==> config.mk <==
export PLATFORM = sky130hd
export DESIGN_NAME = nvm_port_arbiter
export DESIGN_NICKNAME = d
export VERILOG_FILES = /design/src/rtl/arb_pkg.sv /design/src/rtl/arb_timer.sv /design/src/rtl/arb_state.sv /design/src/rtl/arb_gate.sv /design/src/rtl/nvm_port_arbiter.sv
export SDC_FILE = /design/constraint.sdc
export NUM_CORES = 1
export LEC_CHECK = 0
export ABC_AREA = 1
export BUFFER_PORTS_ARGS = -buffer_cell sky130_fd_sc_hd__buf_2
export CORE_ASPECT_RATIO = 1.75
export CORE_MARGIN = 3
export CORE_UTILIZATION = 35
export CTS_BUF_LIST = sky130_fd_sc_hd__clkbuf_4 sky130_fd_sc_hd__clkbuf_8
export CTS_CLUSTER_SIZE = 25
export DETAILED_ROUTE_END_ITERATION = 8
export MAX_ROUTING_LAYER = met4
export PLACE_DENSITY = 0.5
export SKIP_CTS_REPAIR_TIMING = 1
export SYNTH_ARGS = -nofsm -noshare
export SYNTH_HDL_FRONTEND = slang
export SYNTH_HIERARCHICAL = 1
export SYNTH_SLANG_ARGS = --single-unit
==> constraint.sdc <==
create_clock -name clk -period 2.7 [get_ports clk]
set_clock_uncertainty 0.05 [all_clocks]
set_input_delay 0.54 -clock clk [delete_from_list [all_inputs] [get_ports clk]]
set_output_delay 0.54 -clock clk [all_outputs]
set_load 0.01 [all_outputs]
==> src/rtl/arb_pkg.sv <==
package arb_pkg;

    typedef enum logic [1:0] {
        MODE_IDLE     = 2'd0,
        MODE_WIRED    = 2'd1,
        MODE_INTERNAL = 2'd2
    } arb_mode_e;

    typedef enum logic [2:0] {
        CAUSE_NONE        = 3'd0,
        CAUSE_INIT        = 3'd1,
        CAUSE_HOST_WRITE  = 3'd2,
        CAUSE_RADIO_WRITE = 3'd3,
        CAUSE_REPLY       = 3'd4,
        CAUSE_EXEC        = 3'd5
    } int_cause_e;

    typedef struct packed {
        logic addr_match;
        logic addr_miss;
        logic stop;
        logic wr_cmd;
    } wired_ev_t;

    typedef struct packed {
        logic cmd_done;
        logic cmd_write;
        logic cmd_reply;
        logic reply_done;
    } radio_ev_t;

    typedef struct packed {
        arb_mode_e  mode;
        int_cause_e cause;
        logic       wr_pending;
    } arb_state_t;

    // Radio path is open unless DC is present and radio use under DC is disallowed
    function automatic logic radio_path_open(input logic dc, input logic dc_rf_en);
        return !(dc && !dc_rf_en);
    endfunction

    function automatic int unsigned max3(input int unsigned a, input int unsigned b,
                                         input int unsigned c);
        int unsigned m;
        m = (a > b) ? a : b;
        return (m > c) ? m : c;
    endfunction

endpackage

==> src/rtl/arb_timer.sv <==
module arb_timer #(
    parameter int CNT_W   = 8,
    parameter int RST_VAL = 0
) (
    input  logic             clk,
    input  logic             rst,
    input  logic             load,
    input  logic [CNT_W-1:0] load_val,
    input  logic             run,
    output logic             zero
);
    logic [CNT_W-1:0] cnt;

    always_ff @(posedge clk) begin
        if (rst) begin
            cnt <= CNT_W'(RST_VAL);
        end else if (load) begin
            cnt <= load_val;
        end else if (run && cnt != '0) begin
            cnt <= cnt - 1'b1;
        end
    end

    assign zero = (cnt == '0);
endmodule

==> src/rtl/arb_state.sv <==
module arb_state
    import arb_pkg::*;
#(
    parameter int CNT_W      = 8,
    parameter int WRITE_LOAD = 7,
    parameter int REPLY_LOAD = 11
) (
    input  logic             clk,
    input  logic             rst,
    input  wired_ev_t        wev,
    input  radio_ev_t        rev,
    input  logic             rf_open,
    input  logic             tmr_zero,
    input  logic             mem_busy,
    output arb_state_t       st,
    output logic             tmr_load,
    output logic [CNT_W-1:0] tmr_val
);
    localparam logic [CNT_W-1:0] WR_V  = CNT_W'(WRITE_LOAD);
    localparam logic [CNT_W-1:0] RPL_V = CNT_W'(REPLY_LOAD);

    arb_state_t nx;

    always_comb begin
        nx       = st;
        tmr_load = 1'b0;
        tmr_val  = '0;
        unique case (st.mode)
            MODE_IDLE: begin
                if (wev.addr_match) begin
                    // wired side wins any same-cycle contest
                    nx.mode       = MODE_WIRED;
                    nx.wr_pending = 1'b0;
                end else if (rf_open && rev.cmd_done) begin
                    nx.mode  = MODE_INTERNAL;
                    tmr_load = 1'b1;
                    if (rev.cmd_write) begin
                        nx.cause = CAUSE_RADIO_WRITE;
                        tmr_val  = WR_V;
                    end else if (rev.cmd_reply) begin
                        nx.cause = CAUSE_REPLY;
                        tmr_val  = RPL_V;
                    end else begin
                        nx.cause = CAUSE_EXEC;
                        tmr_val  = '0;
                    end
                end
            end
            MODE_WIRED: begin
                if (wev.wr_cmd) nx.wr_pending = 1'b1;
                if (wev.stop || wev.addr_miss) begin
                    nx.wr_pending = 1'b0;
                    if (st.wr_pending || wev.wr_cmd) begin
                        nx.mode  = MODE_INTERNAL;
                        nx.cause = CAUSE_HOST_WRITE;
                        tmr_load = 1'b1;
                        tmr_val  = WR_V;
                    end else begin
                        nx.mode = MODE_IDLE;
                    end
                end
            end
            MODE_INTERNAL: begin
                if (!mem_busy &&
                    (tmr_zero || (st.cause == CAUSE_REPLY && rev.reply_done))) begin
                    nx.mode  = MODE_IDLE;
                    nx.cause = CAUSE_NONE;
                end
            end
            default: begin
                nx.mode       = MODE_IDLE;
                nx.cause      = CAUSE_NONE;
                nx.wr_pending = 1'b0;
            end
        endcase
    end

    always_ff @(posedge clk) begin
        if (rst) begin
            st.mode       <= MODE_INTERNAL;
            st.cause      <= CAUSE_INIT;
            st.wr_pending <= 1'b0;
        end else begin
            st <= nx;
        end
    end
endmodule

==> src/rtl/arb_gate.sv <==
module arb_gate
    import arb_pkg::*;
#(
    parameter bit WAKE_HW = 1'b1
) (
    input  arb_mode_e  mode,
    input  int_cause_e cause,
    input  logic       dc_present,
    input  logic       cfg_dc_rf_en,
    input  logic       cfg_wake_en,
    output logic       rf_open,
    output logic       i2c_grant,
    output logic       rf_grant,
    output logic       internal_busy,
    output logic       scl_pull_low
);
    assign rf_open       = radio_path_open(dc_present, cfg_dc_rf_en);
    assign i2c_grant     = (mode == MODE_WIRED);
    assign internal_busy = (mode == MODE_INTERNAL);
    assign rf_grant      = (mode == MODE_IDLE) && rf_open;

    generate
        if (WAKE_HW) begin : g_wake
            assign scl_pull_low = internal_busy && (cause == CAUSE_RADIO_WRITE) &&
                                  cfg_wake_en && !dc_present;
        end else begin : g_nowake
            assign scl_pull_low = 1'b0;
        end
    endgenerate
endmodule

==> src/rtl/nvm_port_arbiter.sv <==
module nvm_port_arbiter
    import arb_pkg::*;
#(
    parameter int INIT_CYCLES  = 200_000,
    parameter int WRITE_CYCLES = 500_000,
    parameter int REPLY_CYCLES = 2_000_000,
    parameter bit WAKE_HW      = 1'b1
) (
    input  logic clk,
    input  logic rst,
    input  logic i2c_addr_match,
    input  logic i2c_addr_miss,
    input  logic i2c_stop,
    input  logic i2c_wr_cmd,
    input  logic rf_cmd_done,
    input  logic rf_cmd_write,
    input  logic rf_cmd_reply,
    input  logic rf_reply_done,
    input  logic mem_busy,
    input  logic dc_present,
    input  logic cfg_dc_rf_en,
    input  logic cfg_wake_en,
    output logic i2c_grant,
    output logic rf_grant,
    output logic internal_busy,
    output logic scl_pull_low
);
    localparam int unsigned MAX_CYC = max3(INIT_CYCLES, WRITE_CYCLES, REPLY_CYCLES);
    localparam int          CNT_W   = $clog2(MAX_CYC) + 1;

    wired_ev_t        wev;
    radio_ev_t        rev;
    arb_state_t       st;
    logic             rf_open;
    logic             tmr_zero;
    logic             tmr_load;
    logic [CNT_W-1:0] tmr_val;

    assign wev = '{addr_match: i2c_addr_match, addr_miss: i2c_addr_miss,
                   stop: i2c_stop, wr_cmd: i2c_wr_cmd};
    assign rev = '{cmd_done: rf_cmd_done, cmd_write: rf_cmd_write,
                   cmd_reply: rf_cmd_reply, reply_done: rf_reply_done};

    arb_timer #(
        .CNT_W  (CNT_W),
        .RST_VAL(INIT_CYCLES - 1)
    ) u_timer (
        .clk     (clk),
        .rst     (rst),
        .load    (tmr_load),
        .load_val(tmr_val),
        .run     (st.mode == MODE_INTERNAL),
        .zero    (tmr_zero)
    );

    arb_state #(
        .CNT_W     (CNT_W),
        .WRITE_LOAD(WRITE_CYCLES - 1),
        .REPLY_LOAD(REPLY_CYCLES - 1)
    ) u_state (
        .clk     (clk),
        .rst     (rst),
        .wev     (wev),
        .rev     (rev),
        .rf_open (rf_open),
        .tmr_zero(tmr_zero),
        .mem_busy(mem_busy),
        .st      (st),
        .tmr_load(tmr_load),
        .tmr_val (tmr_val)
    );

    arb_gate #(
        .WAKE_HW(WAKE_HW)
    ) u_gate (
        .mode         (st.mode),
        .cause        (st.cause),
        .dc_present   (dc_present),
        .cfg_dc_rf_en (cfg_dc_rf_en),
        .cfg_wake_en  (cfg_wake_en),
        .rf_open      (rf_open),
        .i2c_grant    (i2c_grant),
        .rf_grant     (rf_grant),
        .internal_busy(internal_busy),
        .scl_pull_low (scl_pull_low)
    );
endmodule

==> results of run 1 <==
[through the flow]
stage / total power, µW / std cells
finish: 747.0 / 435
global route: 776.3 / 435
CTS: 756.7 / 435
detailed placement: 476.0 / 431
global placement: 476.8 / 431
floorplan: 462.3 / 358
[layout by cell type (no fill, tap or decap), drive strengths merged]
master	Yosys	routed
a211oi	1	1
a21oi	18	18
a31oi	1	1
buf	21	21
clkbuf	5	4
clkinv	1	1
conb	1	6
dfxtp	28	28
ha	1	1
inv	41	41
nand2	104	104
nand3	27	27
nand4	8	8
nor2	70	70
nor3	1	1
o211ai	8	8
o21a	1	1
o21ai	1	1
or2	1	1
xnor2	2	2
xor2	12	12
[power by group]
part	switching [µW]	total, µW	internal (µW)
registers	3.67	421	417
clock network	150	281	131
logic	27.3	45.4	18.1
total	181	747	566
[area by class of cell]
| cell class | count | share of cell area, % |
|---|---|---|
| Multi-Input combinational cell | 262 | 56.93 |
| Timing Repair Buffer | 21 | 5.022 |
| Tap cell | 78 | 4.258 |
| Sequential cell | 28 | 24.45 |
| Clock buffer | 4 | 2.402 |
| Inverter | 42 | 6.932 |
[kinds of logic after synthesis]
family,synth area share [%]
flip-flops,25.67
adder cells (fa/ha/maj),0.5730
AND/OR/NAND/NOR,44.30
XOR/XNOR,5.616
other,0.1718
buffers and inverters,15.41
AO/OA/AOI/OAI,8.252
[worst reg2reg max path, stage by stage, from the launching register on]
cell and delay [ns]:
dfxtp_1 0.31, inv_1 0.10, ha_1 0.31, nand2_4 0.11
nor2_8 0.17, nand3_4 0.13, inv_1 0.07, inv_1 0.04
nand2_1 0.05, nand2_1 0.04, nand2_1 0.16, nand3_4 0.11
nor2_1 0.26, nand2_1 0.09, nand2_1 0.07, nand2_1 0.04
a21oi_1 0.11
[state kept, by name, summed over array words and instances, names as in the netlist]
register	flops
u_state/st	6
u_timer/cnt	22
[worst paths after layout]
| path | cells past startpoint | endpoint | startpoint | slack (ns) |
|---|---|---|---|---|
| setup reg to reg | 16 | u_timer/cnt[13] | u_timer/cnt[0] | 0.39 |
| hold / removal | 2 | u_state/st[1] | u_state/st[1] | 0.44 |
| hold reg to reg | 2 | u_state/st[1] | u_state/st[1] | 0.44 |
| setup / recovery | 16 | u_timer/cnt[13] | u_timer/cnt[0] | 0.39 |
[routing by layer]
layer  global-route usage [%]  vias up  wire length (µm)
met2                    35.72       33              3500
met4                    6.233        0               110
li1                         -     1090                 -
met3                    1.933        9               171
met5                        -        -                 0
met1                    17.58      943              2285
==> results.sh, run 1 <==
export IMPL_hold_slack_ns=0.4432
export IMPL_drc=0
export IMPL_maxSlewViolCount=0
export IMPL_root_buffer="clkbuf_8"
export IMPL_grt_pass1_vias=1998
export IMPL_grt_pass1_wl_um=9804
export IMPL_core_um2=5972
export IMPL_timing_fmax_mhz=433.7
export IMPL_slowest_stage="dfxtp_1"
export IMPL_worst_slack_ns=0.3942
export IMPL_gp_congestion=0.8147
export IMPL_ys_seq_area_share_pct=25.67
export IMPL_chipWidth_um=65.71
export IMPL_max_stage_delay_ns=0.31
export IMPL_fp_dieH_um=110.5
export IMPL_start_util_pct=36.56
export IMPL_yosys_warnings=6
export IMPL_ys_ff_latch=28
export IMPL_rsz0062_at_grt="false"
export IMPL_p_leak_uw=0.001135
export IMPL_fp_row_count=37
export IMPL_drive_above_1_share_pct=12.89
export IMPL_period_needed_ns=2.306
export IMPL_synth_most_common_cell="nand2_1"
export IMPL_yosys_top_cells_count="97 x nand2_1, 61 x nor2_1, 40 x inv_1"
export IMPL_syn_area_per_cell_um2=6.185
export IMPL_endpoint_kind="flop"
export IMPL_maxCapViolCount=0
export IMPL_fin_crit_sh_pct=85.40
export IMPL_viasPerCell=4.770
export IMPL_syn_area_um2=2183
export IMPL_ctsLongestPathBuffers=2
export IMPL_setup_viol=0
export IMPL_antenna_found_initial=0
export IMPL_synthCells=353
export IMPL_io_pins=18
export IMPL_ys_top_cells_by_area="dfxtp_1 26%, nand2_1 17%, nor2_1 10%"
export IMPL_ys_types=32
export IMPL_yosysTopAreaCellShare_pct=25.67
export IMPL_worst_pin_slew_ns=0.5601
export IMPL_critPathBufInv=3
export IMPL_synthToLayoutAreaGrowth_pct=4.986
export IMPL_die_area_um2=7259
export IMPL_path_clk_slew_ns=0.10
export IMPL_crit_fanout=6
export IMPL_drtIter0Drc=63
export IMPL_dr_pass1_iters=4
export IMPL_worst_ep_required_time_ns=2.88
export IMPL_max_slew_margin_rel_pct=62.56
export IMPL_fin_nets=373
export IMPL_grt_max_degree=25
export IMPL_ant_nets=0
export IMPL_worst_setup_path_start_kind="flop"
export IMPL_multi_input_area_um2=1305
export IMPL_cts_tree="done"
export IMPL_nFillCells=662
export IMPL_outcome="finished clean"
export IMPL_synth_largest_area_cell="dfxtp_1"
export IMPL_cts_sinks=28
export IMPL_via_count=2075
export IMPL_wl_per_cell_um=13.95
export IMPL_timing_worst_setup_path_type="reg2reg"
export IMPL_diodes=0
export IMPL_design_area_um2=2292
export IMPL_totalNegativeSetupSlack_ns=0
export IMPL_io_buffers=17
export IMPL_drt_total_wl_um=6067
export IMPL_power_density_nw_per_um2=325.9
export IMPL_regArea_um2=560.5
export IMPL_cpLargestDelayFamily="simple AND/OR/NAND/NOR gates"
export IMPL_gr_total_overflow=0
export IMPL_htreeDepth=1
export IMPL_ys_flop_type="dfxtp_1"
export IMPL_preCtsSetupSlack_ns=0.3629
export IMPL_ir_worst_vdd_uv=139.9
export IMPL_synthArstFlopShare_pct=0
export IMPL_clk_insertion_delay_late_ns=0.29
export IMPL_dpl_cell_area_um2=2237
export IMPL_track_usage_pct=18.31
export IMPL_cp_cell_sequence="inv_1, ha_1, nand2_4, nor2_8, nand3_4, inv_1, inv_1, nand2_1, nand2_1, nand2_1, nand3_4, nor2_1, nand2_1, nand2_1, nand2_1, a21oi_1"
export IMPL_fin_util_pct=38.38
export IMPL_dpl_hpwl_um=4613
export IMPL_timing_final_hold_violations=0
export IMPL_critPathArrivalTime_ns=2.48
export IMPL_cts_made_buffers=3
export IMPL_synth_edf_count=0
export IMPL_cpMostUsedCell="nand2_1"
export IMPL_holdCritPathClass="reg2reg"
(Power assumes the default switching activity.)
==> run 2, diff against run 1 <==
--- a/config.mk
+++ b/config.mk
@@ -7,7 +7,7 @@
 export LEC_CHECK = 0
 export ABC_AREA = 1
 export BUFFER_PORTS_ARGS = -buffer_cell sky130_fd_sc_hd__buf_2
-export CORE_ASPECT_RATIO = 1.75
+export CORE_ASPECT_RATIO = 1.4
 export CORE_MARGIN = 3
 export CORE_UTILIZATION = 35
 export CTS_BUF_LIST = sky130_fd_sc_hd__clkbuf_4 sky130_fd_sc_hd__clkbuf_8
@@ -16,6 +16,7 @@
 export MAX_ROUTING_LAYER = met4
 export PLACE_DENSITY = 0.5
 export SKIP_CTS_REPAIR_TIMING = 1
+export SLEW_MARGIN = 0
 export SYNTH_ARGS = -nofsm -noshare
 export SYNTH_HDL_FRONTEND = slang
 export SYNTH_HIERARCHICAL = 1
==> run 2 against run 1 <==
- first-iteration DRC count grew 81%
- clock power grew 21%
- global-route usage shrank 2.1 points
- utilization grew 0.27 points
- final area grew 0.27%
- via count shrank 3.0%
- sequential power is essentially flat
- routed wire length shrank 11%
- combinational power shrank 4.8%
- count of clock-buffer cells in the layout shrank 1
- final cell count shrank 1.8%
==> results.sh, run 2 (synthesis gave the netlist of run 1 again) <==
export IMPL_outcome="finished clean"
export IMPL_top_regs="u_timer/cnt (22), u_state/st (6)"
export IMPL_ant_nets=0
export IMPL_wl_per_cell_um=12.59
export IMPL_dr_pass1_iters=4
export IMPL_min_delay_worst_endpoint="u_state/st[1]"
export IMPL_ctsLongestPathBuffers=2
export IMPL_fp_row_count=33
export IMPL_p_leak_uw=0.001142
export IMPL_gr_total_overflow=0
export IMPL_worst_setup_path_start_kind="flop"
export IMPL_die_area_um2=7235
export IMPL_preCtsSetupSlack_ns=0.4598
export IMPL_track_usage_pct=16.17
export IMPL_pwr_share_comb_pct=5.4
export IMPL_period_needed_ns=2.255
export IMPL_io_pins=18
export IMPL_worst_pin_slew_ns=0.5594
export IMPL_reg2reg_to="u_timer/cnt[13]"
export IMPL_viasPerCell=4.712
export IMPL_met2WireLength_um=2724
export IMPL_rrSetupSlack_ns=0.45
export IMPL_highest_layer="met4"
export IMPL_maxSlewViolCount=0
export IMPL_grt_pass1_wl_um=8970
export IMPL_worst_ep_required_time_ns=2.86
export IMPL_drc=0
export IMPL_r2r_cells=16
export IMPL_power_share_clock_pct=42.3
export IMPL_cts_sinks=28
export IMPL_r2r_start="u_timer/cnt[0]"
export IMPL_final_cell_mix="97 x nand2_1, 61 x nor2_1, 40 x inv_1, 28 x dfxtp_1, 25 x nand3_1"
export IMPL_chipWidth_um=72.75
export IMPL_maxCapViolCount=0
export IMPL_start_util_pct=36.72
export IMPL_core_um2=5946
export IMPL_intPower_uw=633.1
export IMPL_totalNegativeSetupSlack_ns=0
export IMPL_ir_worst_vdd_uv=176.9
export IMPL_drtIter0Drc=114
export IMPL_setup_viol=0
export IMPL_min_path_cells=2
export IMPL_htreeDepth=1
export IMPL_mostFrequentLayoutCell="nand2_1"
export IMPL_rsz0062_at_grt="false"
export IMPL_hold_start="u_state/st[1]"
export IMPL_via_count=2012
export IMPL_critPathArrivalTime_ns=2.42
export IMPL_fin_nets=373
export IMPL_max_slew_margin_rel_pct=62.60
export IMPL_fp_dieH_um=99.45
export IMPL_antenna_found_initial=0
export IMPL_wl_met3_um=225
export IMPL_dpl_cell_area_um2=2227
export IMPL_p_seq_share_pct=52.3
export IMPL_fin_crit_sh_pct=83.50
export IMPL_design_area_um2=2298
export IMPL_timing_final_hold_violations=0
export IMPL_cts_made_buffers=3
export IMPL_grt_pass1_vias=1979
export IMPL_power_density_nw_per_um2=349.9
export IMPL_wl_met1_um=2226
export IMPL_grt_max_degree=25
export IMPL_swShare_pct=21.28
export IMPL_hold_slack_ns=0.4379
export IMPL_clk_insertion_delay_late_ns=0.28
export IMPL_regMostFlops="u_timer/cnt"
export IMPL_dpl_hpwl_um=4103
export IMPL_endpoint_kind="flop"
export IMPL_worst_slack_ns=0.4455
export IMPL_timing_fmax_mhz=443.5
export IMPL_largest_reg_flops=22
export IMPL_synthToLayoutAreaGrowth_pct=5.272
export IMPL_switchingPower_uw=171.2
export IMPL_power_total_uw=804.3
export IMPL_timing_worst_setup_path_type="reg2reg"
export IMPL_path_clk_slew_ns=0.10
export IMPL_root_buffer="clkbuf_8"
export IMPL_drive_above_1_share_pct=12.89
export IMPL_drt_total_wl_um=5375
export IMPL_cts_tree="done"
export IMPL_io_buffers=17
export IMPL_diodes=0
export IMPL_gp_congestion=0.8304
export IMPL_holdCritPathClass="reg2reg"
export IMPL_crit_fanout=6
## run 2: changes by cell type in the layout (fill, tap and decap cells not counted), sizes merged
cell	change
bufinv	+1
clkbuf	-1
## run 2: power by group through the flow
stage / Combinational (µW) / Clock (µW) / Sequential [µW]
2_1_floorplan: 33.1 / 0 / 429
3_3_place_gp: 43.3 / 0 / 430
3_5_place_dp: 44.3 / 0 / 430
4_1_cts: 44.1 / 358 / 421
5_1_grt: 49.7 / 371 / 422
6_report: 43.2 / 340 / 421
## run 2: per-stage QoR
stage | util (%) | std cells
after global placement | 37.46 | 423
after global routing | 38.66 | 427
after detailed placement | 37.46 | 423
after CTS | 38.66 | 427
after floorplan | - | 358
final | 38.66 | 427
## run 2: layout make-up
class	count	area, µm²
flip-flops and latches	28	560.5
fillers	682	3647
well taps	70	87.58
clock buffers	3	41.29
multi-input cells	262	1305
inverters	42	158.9
repair buffers	21	115.1
clock inverters	1	30.03
## run 2: worst max path at each step
stage                     depth (start not counted)  slack [ns]           start               to
after floorplan                                  17        0.66  u_timer/cnt[0]  u_timer/cnt[13]
after global placement                           10        0.44      dc_present   u_timer/cnt[3]
after detailed placement                         10        0.46      dc_present   u_timer/cnt[3]
after CTS                                        16        0.43  u_timer/cnt[0]  u_timer/cnt[13]
after global routing                             16        0.18  u_timer/cnt[0]  u_timer/cnt[13]
final                                            16        0.45  u_timer/cnt[0]  u_timer/cnt[13]
## run 2: worst max-delay path: stages (launching register included)
cell and delay [ns]:
dfxtp_1 0.31, inv_1 0.12, ha_1 0.32, nand2_4 0.11, nor2_8 0.17, nand3_4 0.13
inv_1 0.08, inv_1 0.03, nand2_1 0.05, nand2_1 0.04, nand2_1 0.17, nand3_4 0.11
nor2_1 0.19, nand2_1 0.08, nand2_1 0.07, nand2_1 0.04, a21oi_1 0.11
## run 2: layer usage
metal | up-vias | global-route usage (%)
li1 | 1082 | -
met1 | 875 | 18.00
met2 | 40 | 28.09
met3 | 15 | 1.618
met4 | 0 | 8.097
met5 | - | -
==> run 3, diff against run 2 <==
==> constraint.sdc (replaced) <==
create_clock -name clk -period 2.2 [get_ports clk]
set_clock_uncertainty 0.05 [all_clocks]
set_input_delay 0.44 -clock clk [delete_from_list [all_inputs] [get_ports clk]]
set_output_delay 0.44 -clock clk [all_outputs]
set_load 0.01 [all_outputs]
==> run 3 against run 2 <==
- final area rose by 1.2%
- clock power about the same
- worst hold slack lost 0.050 ns
- highest routed layer unchanged
- sequential power grew 23%
- fmax rose by 13%
- routed wire length up 2.6%
- final cell count is 1.2% higher
- critical path type unchanged
- first-iteration DRC count fell by 59%
==> results.sh, run 3 (synthesis gave the netlist of run 1 again) <==
export IMPL_cts_sinks=28
export IMPL_r2r_start="u_timer/cnt[0]"
export IMPL_reg2reg_to="u_timer/cnt[13]"
export IMPL_hold_slack_ns=0.3874
export IMPL_timing_worst_setup_path_type="reg2reg"
export IMPL_io_pins=18
export IMPL_root_buffer="clkbuf_8"
export IMPL_period_needed_ns=1.988
export IMPL_viasPerCell=4.769
export IMPL_diodes=0
export IMPL_chipWidth_um=72.75
export IMPL_path_clk_slew_ns=0.11
export IMPL_antenna_found_initial=0
export IMPL_dr_pass1_iters=5
export IMPL_cts_tree="done"
export IMPL_swShare_pct=23.54
export IMPL_fin_crit_sh_pct=90.34
export IMPL_grt_pass1_vias=1977
export IMPL_p_seq_share_pct=56.8
export IMPL_r2r_cells=16
export IMPL_drive_above_1_share_pct=14.92
export IMPL_drc=0
export IMPL_dp_cells=428
export IMPL_min_path_cells=3
export IMPL_ant_nets=0
export IMPL_nFillCells=680
export IMPL_critPathArrivalTime_ns=2.15
export IMPL_synthToLayoutAreaGrowth_pct=6.533
export IMPL_regMostFlops="u_timer/cnt"
export IMPL_die_area_um2=7235
export IMPL_timing_fmax_mhz=503.1
export IMPL_crit_fanout=6
export IMPL_maxCapViolCount=0
export IMPL_htreeDepth=1
export IMPL_track_usage_pct=16.42
export IMPL_rrSetupSlack_ns=0.21
export IMPL_cts_made_buffers=3
export IMPL_worst_ep_required_time_ns=2.36
export IMPL_ir_worst_vdd_uv=190.0
export IMPL_holdCritPathClass="in2reg"
export IMPL_gr_total_overflow=0
export IMPL_cp_cell_sequence="inv_1, ha_1, nand2_4, nor2_8, nand3_4, inv_1, inv_1, nand2_1, nand2_1, nand2_2, nand3_4, nor2_2, nand2_1, nand2_1, nand2_1, a21oi_1"
export IMPL_hold_start="i2c_addr_match"
export IMPL_grt_max_degree=25
export IMPL_grt_pass1_wl_um=9101
export IMPL_endpoint_kind="flop"
export IMPL_io_buffers=17
export IMPL_fin_nets=378
export IMPL_power_density_nw_per_um2=390.8
export IMPL_start_util_pct=36.72
export IMPL_mostFrequentLayoutCell="nand2_1"
export IMPL_pwr_share_comb_pct=6.0
export IMPL_p_leak_uw=0.001163
export IMPL_clk_insertion_delay_late_ns=0.28
export IMPL_gp_congestion=0.8229
export IMPL_critPathBufInv=3
export IMPL_worst_setup_path_start_kind="flop"
export IMPL_final_cell_mix="96 x nand2_1, 60 x nor2_1, 40 x inv_1, 27 x dfxtp_1, 25 x nand3_1"
export IMPL_slowest_stage="dfxtp_1"
export IMPL_drtIter0Drc=47
export IMPL_ctsLongestPathBuffers=2
export IMPL_timing_final_hold_violations=0
export IMPL_largest_reg_flops=22
export IMPL_via_count=2060
export IMPL_worst_path_stages=16
export IMPL_core_um2=5946
export IMPL_min_delay_worst_endpoint="u_state/st[4]"
export IMPL_power_share_clock_pct=37.2
export IMPL_final_cells=432
export IMPL_fp_row_count=33
export IMPL_wl_per_cell_um=12.76
export IMPL_top_regs="u_timer/cnt (22), u_state/st (6)"
export IMPL_setup_viol=0
export IMPL_power_total_uw=908.9
export IMPL_max_stage_delay_ns=0.31
export IMPL_cpMostUsedCell="nand2_1"
export IMPL_drt_total_wl_um=5513
export IMPL_dpl_hpwl_um=4280
export IMPL_maxSlewViolCount=0
export IMPL_intPower_uw=695.0
export IMPL_cpLargestDelayFamily="simple AND/OR/NAND/NOR gates"
export IMPL_switchingPower_uw=213.9
export IMPL_fp_dieH_um=99.45
export IMPL_outcome="finished clean"
==> run 3: area by class of cell <==
type | instances | area (µm²) | area share (%)
clock buffers | 4 | 55.05 | 2.367
inverters | 42 | 158.9 | 6.832
multi-input cells | 262 | 1310 | 56.32
flip-flops and latches | 28 | 561.8 | 24.15
well taps | 70 | 87.58 | 3.765
repair buffers | 26 | 152.6 | 6.563
==> run 3: power groups by stage <==
stage          clock, µW  sequential [µW]  combinational [µW]
2_1_floorplan          0              527                40.6
6_report             338              516                54.3
4_1_cts              354              516                54.9
3_3_place_gp           0              527                54.1
5_1_grt              371              517                63.0
3_5_place_dp           0              528                54.7
==> run 3: metal layers <==
metal / track usage, % / part of all wire [%]
met1: 18.85 / 44
met2: 28.16 / 50
met3: 1.921 / 3.6
met4: 7.244 / 3.2
met5: - / 0
==> run 3: how the worst max path moves through the flow <==
stage / from / endpoint / slack [ns]
2_1_floorplan: u_timer/cnt[0] / u_timer/cnt[13] / 0.16
3_3_place_gp: i2c_wr_cmd / u_timer/cnt[12] / 0.19
3_5_place_dp: u_timer/cnt[0] / u_timer/cnt[13] / 0.13
4_1_cts: u_timer/cnt[0] / u_timer/cnt[13] / 0.10
5_1_grt: u_timer/cnt[0] / u_timer/cnt[13] / -0.002
6_report: u_timer/cnt[0] / u_timer/cnt[13] / 0.21
==> run 3: tightest hold or removal path, delay by kind of cell <==
kind            cells  cell delay [ns]
buf+inv             1             0.11
simple gates        1             0.07
compound gates      1             0.06
==> run 3: metrics by stage <==
stage          setup slack (ns)  area (µm²)   TNS (ns)  util, %
3_5_place_dp             0.1326        2265          0    38.09
2_1_floorplan            0.1616        2202          0        -
4_1_cts                  0.1034        2320          0    39.02
3_3_place_gp             0.1894        2265          0    38.09
6_report                 0.2125        2326          0    39.12
5_1_grt               -0.002488        2326  -0.002488    39.12
